===== config.mk =====
export PLATFORM = sky130hd
export DESIGN_NAME = cascade_counter
export DESIGN_NICKNAME = d
export VERILOG_FILES = /design/src/rtl/cascade_counter_pkg.sv /design/src/rtl/cnt_priority.sv /design/src/rtl/cnt_incr.sv /design/src/rtl/cnt_state.sv /design/src/rtl/cascade_counter.sv
export SDC_FILE = /design/constraint.sdc
export NUM_CORES = 1
export LEC_CHECK = 0
export BUFFER_PORTS_ARGS = -buffer_cell sky130_fd_sc_hd__buf_2
export CAP_MARGIN = 40
export CORE_AREA = 2 2 39 41
export CTS_CLUSTER_DIAMETER = 50
export CTS_CLUSTER_SIZE = 28
export DETAILED_ROUTE_END_ITERATION = 7
export DIE_AREA = 0 0 41 43
export HOLD_SLACK_MARGIN = 0.15
export SYNTH_ARGS = -nofsm -noshare
export SYNTH_HDL_FRONTEND = slang
export SYNTH_HIERARCHICAL = 1
export SYNTH_SLANG_ARGS = --single-unit

===== constraint.sdc =====
create_clock -name clk -period 4 [get_ports clk]
set_clock_uncertainty 0.15 [all_clocks]
set_input_delay 0.6 -clock clk [delete_from_list [all_inputs] [get_ports clk]]
set_output_delay 0.6 -clock clk [all_outputs]
set_load 0.05 [all_outputs]

===== src/rtl/cascade_counter_pkg.sv =====
package cascade_counter_pkg;
  typedef enum logic [1:0] {
    ACT_HOLD  = 2'd0,
    ACT_COUNT = 2'd1,
    ACT_LOAD  = 2'd2,
    ACT_CLEAR = 2'd3
  } cnt_act_e;
endpackage


===== src/rtl/cnt_priority.sv =====
module cnt_priority
  import cascade_counter_pkg::*;
(
  input  logic     rst,
  input  logic     clr_n,
  input  logic     ld_n,
  input  logic     reload,
  input  logic     en_p,
  input  logic     en_t,
  output cnt_act_e act
);
  // Fixed order: clear, load (external or offset), count, hold.
  always_comb begin
    if (rst || !clr_n)          act = ACT_CLEAR;
    else if (!ld_n || reload)   act = ACT_LOAD;
    else if (en_p && en_t)      act = ACT_COUNT;
    else                        act = ACT_HOLD;
  end

  // whenever clear is requested no other action may be chosen
  always_comb begin
    if (!clr_n) assert (act == ACT_CLEAR) else $error("p_clear_first_r10");
  end
endmodule


===== src/rtl/cnt_incr.sv =====
module cnt_incr #(
  parameter int WIDTH = 4
) (
  input  logic [WIDTH-1:0] cur,
  output logic [WIDTH-1:0] nxt,
  output logic             all_ones
);
  logic [WIDTH:0] tog;

  assign tog[0] = 1'b1;

  // Toggle chain: bit i flips when all lower bits are one.
  for (genvar i = 0; i < WIDTH; i++) begin : g_bit
    assign nxt[i]     = cur[i] ^ tog[i];
    assign tog[i + 1] = tog[i] & cur[i];
  end

  assign all_ones = tog[WIDTH];
endmodule


===== src/rtl/cnt_state.sv =====
module cnt_state
  import cascade_counter_pkg::*;
#(
  parameter int WIDTH = 4
) (
  input  logic             clk,
  input  logic             rst,
  input  cnt_act_e         act,
  input  logic [WIDTH-1:0] ld_val,
  input  logic [WIDTH-1:0] inc_val,
  output logic [WIDTH-1:0] q
);
  always_ff @(posedge clk) begin
    unique case (act)
      ACT_CLEAR: q <= '0;
      ACT_LOAD:  q <= ld_val;
      ACT_COUNT: q <= inc_val;
      default:   q <= q;
    endcase
  end

  p_hold_r5: assert property (@(posedge clk) disable iff (rst)
    (act == ACT_HOLD) |=> $stable(q));
endmodule


===== src/rtl/cascade_counter.sv =====
module cascade_counter
  import cascade_counter_pkg::*;
#(
  parameter int WIDTH = 4
) (
  input  logic             clk,
  input  logic             rst,
  input  logic             clr_n,
  input  logic             ld_n,
  input  logic [WIDTH-1:0] ld_val,
  input  logic             en_p,
  input  logic             en_t,
  input  logic             offset_mode,
  output logic [WIDTH-1:0] count,
  output logic             carry
);
  localparam logic [WIDTH-1:0] TERM = {WIDTH{1'b1}};

  cnt_act_e         act;
  logic [WIDTH-1:0] inc_val;
  logic             at_term;
  logic             reload;

  cnt_incr #(.WIDTH(WIDTH)) u_incr (
    .cur      (count),
    .nxt      (inc_val),
    .all_ones (at_term)
  );

  // Carry is gated by en_t only, so it can feed the next stage's en_t.
  assign carry  = en_t & at_term;
  assign reload = offset_mode & carry;

  cnt_priority u_prio (
    .rst    (rst),
    .clr_n  (clr_n),
    .ld_n   (ld_n),
    .reload (reload),
    .en_p   (en_p),
    .en_t   (en_t),
    .act    (act)
  );

  cnt_state #(.WIDTH(WIDTH)) u_state (
    .clk     (clk),
    .rst     (rst),
    .act     (act),
    .ld_val  (ld_val),
    .inc_val (inc_val),
    .q       (count)
  );

  p_clear_r1: assert property (@(posedge clk) disable iff (rst)
    !clr_n |=> (count == '0));
  p_load_r3: assert property (@(posedge clk) disable iff (rst)
    (clr_n && !ld_n) |=> (count == $past(ld_val)));
  p_count_r4: assert property (@(posedge clk) disable iff (rst)
    (clr_n && ld_n && !(offset_mode && carry) && en_p && en_t)
      |=> (count == $past(count) + WIDTH'(1)));
  p_carry_r6: assert property (@(posedge clk) disable iff (rst)
    carry |-> (en_t && count == TERM));
  p_wrap_r7: assert property (@(posedge clk) disable iff (rst)
    (clr_n && ld_n && !offset_mode && en_p && en_t && count == TERM)
      |=> (count == '0));
  p_offset_r8: assert property (@(posedge clk) disable iff (rst)
    (clr_n && offset_mode && carry) |=> (count == $past(ld_val)));
endmodule


==> key figures <==
GRT
  – Number of global-route vias before repair: 271
  – Gr ovfl total: 0
  – All-Layer GR Usage: under 10%
  – Initial antenna violation count: 0
  – First-pass GRT wire length: 966 um
  – Pin count of the biggest net entering global routing: 5

Pwr
  – P_leak: about 0.24 nW
  – Peak VDD IR: ~83 uV
  – Sequential fraction of design power: 40.8%
  – Comb pwr share: between 10% and 20%
  – Sw Share: roughly a quarter
  – PwrDens: 278 mW/mm^2
  – Final Power: approximately 0.12 mW
  – Clk pwr share: between 40% and 50%
  – Switching power: 0.0284 mW
  – Internal power: around 0.09 mW

Timing
  – Slew Limit Fails: 0
  – Final setup viols: 0
  – RSZ-0062 raised after global routing: false
  – Final Hold Fails: 0
  – Period utilization: between 50 and 60%
  – Slew @ Worst Pin: between 0.2 and 0.25 ns
  – Relative slew slack: between 80 and 90%
  – Min cycle time layout: 2.36 ns
  – Final setup TNS: 0 ns
  – Fmax: around 0.42 GHz

Critical path
  – Crit path kind: flop to flop
  – CP endpoint kind: flop
  – Crit. Startpoint: u_state/q[0]
  – Crit-path max FO: 4
  – Startpoint Class: flop
  – Reg2Reg Launch Point: u_state/q[0]
  – CP Data Required Time: between 3 and 4 ns
  – Arr. time, crit path: approximately 2.2 ns

Placed design
  – Placer Congestion: roughly 0.7
  – IO Port Bufs: 15
  – Dpl hpwl: between 400 and 500 um

Logic synthesis
  – Avg Cell Area, Syn: roughly 11 um^2
  – Library cells used by synthesis: 11
  – Top cells by count, synth: ha_1 (6), a22oi_1 (4), edfxtp_1 (4), inv_1 (4), nor2b_1 (4)
  – Top FF cell, synth: edfxtp_1
  – Post-synthesis sequential area ratio: 38.6%
  – Async S/R FF share, synth: 0%
  – Count leader, synth: ha_1
  – Mapped Area: just over 300 um^2
  – Warnings, synthesis: 6
  – Post-synth EDFFs: 4
  – Syn Nets: 45
  – Yosys top cell by area: edfxtp_1
  – Cells after synthesis: 28
  – Synth top area share: 38.6%
  – Synth top area cells: edfxtp_1 (39%), ha_1 (24%), a22oi_1 (9.6%)
  – Yosys reg bits: 4

Die
  – Cell row count: 14
  – Die Y-Extent: between 40 and 50 um
  – Die footprint: around 0.0018 mm^2
  – Core Box Area: roughly 0.0014 mm^2
  – Initial Util: around 23%
  – Die width: approximately 41 um
  – Io pins: 16

Route
  – Iter 0 DRT Violations: 8
  – Wire per inst: ~9.2 um
  – Pre-antenna DRT Iters: 4
  – Post-route antenna net violation count: 0
  – Via density: roughly 4.1
  – Routed WL: around 570 um
  – # DRC: 0
  – DR vias: between 200 and 300

CTS
  – Worst-path clk slew: roughly 0.030 ns
  – Clk sink count: 4
  – Clock Root Buffer: clkbuf_4
  – Setup Fix Bufs, Post-CTS: 0
  – CTS HTree Levels: 1
  – CTS tree: yes
  – Clk_lat worst skew: 0.23 ns
  – Hold Buf Count CTS: 0
  – Clock Path Buffers: 2
  – Post-CTS Resized: 0
  – Cts bufs inserted: 3

Cells and area
  – Area growth from synthesis to layout: 37.8%
  – Final core occ: a little under a third
  – Layout cells sized above 1: 41.3%
  – Largest reg by FF count: u_state/q
  – Largest regs: u_state/q x4
  – Antenna diodes: 0
  – Number of flip-flops under the largest register name: 4
  – Fill count: between 150 and 200
  – Layout Nets: 65

Run
  – Max Cap Viol: 0

Status
  – Status: finished clean

Min path
  – HP Start: ld_val[1]
  – Min-Delay Path Class: primary input to flop
==> power groups by stage <==
stage                     clock network, mW  registers (mW)  logic, mW
final                                0.0477          0.0488     0.0229
after detailed placement                  0          0.0494     0.0231
after floorplan                           0          0.0553    0.00833
after global placement                    0          0.0494     0.0226
after global routing                 0.0502          0.0491     0.0256
after CTS                            0.0507          0.0488     0.0232
==> path summary, 6_finish.rpt <==
check / slack, ns / end / depth (start not counted)
setup reg to reg: 1.64 / u_state/q[2] / 10
hold reg to reg: 0.62 / u_state/q[1] / 3
setup / recovery: 1.64 / u_state/q[2] / 10
hold / removal: 0.57 / u_state/q[1] / 3
==> stage by stage <==
stage,hold slack [ns],std cells,setup slack [ns],cell area (um^2)
after global placement,0.603,59,1.67,407
after CTS,0.568,62,1.62,429
after global routing,0.601,62,1.46,429
after detailed placement,0.609,59,1.64,407
after floorplan,0.697,28,1.47,312
final,0.575,62,1.64,429
==> cells by family after synthesis <==
family / synth area share [%]
compound gates: 9.64
simple gates: 22.9
buf+inv: 4.82
flops: 38.6
fa+ha+maj: 24.1
==> worst max-delay path, stage by stage (launching register included) <==
cell and delay, ns:
edfxtp_1 0.39, ha_1 0.22, ha_1 0.19, ha_1 0.18, and3_1 0.15, nand4b_1 0.16, nand2_1 0.10, inv_1 0.06
ha_1 0.24, a22oi_1 0.19, nor2b_1 0.07
==> area by class of cell <==
type / count / area, um^2 / share of cell area (%)
clock buffers: 3 / 22.5 / 5.25
inverters: 4 / 15.0 / 3.50
multi-input cells: 20 / 176 / 41.1
flip-flops and latches: 4 / 120 / 28.0
well taps: 16 / 20.0 / 4.66
repair buffers: 15 / 75.1 / 17.5
==> placed cells by master, fill, tap and decap left out, drive strengths merged <==
master / netlist / final
inv: 4 / 4
nor2b: 5 / 5
nand2: 1 / 1
edfxtp: 4 / 4
a22oi: 4 / 4
nand4b: 1 / 1
clkbuf: 0 / 3
and2: 1 / 1
buf: 0 / 15
nand3b: 1 / 1
ha: 6 / 6
and3: 1 / 1
==> per-layer routing <==
metal | vias up | track usage, % | routed length, um
li1 | 137 | - | -
met1 | 108 | 11.1 | 262
met2 | 8 | 10.9 | 259
met3 | 0 | 3.14 | 49
met4 | 0 | 6.00 | 0
met5 | - | 0 | 0
No activity file was read; power rests on OpenSTA's default activity.
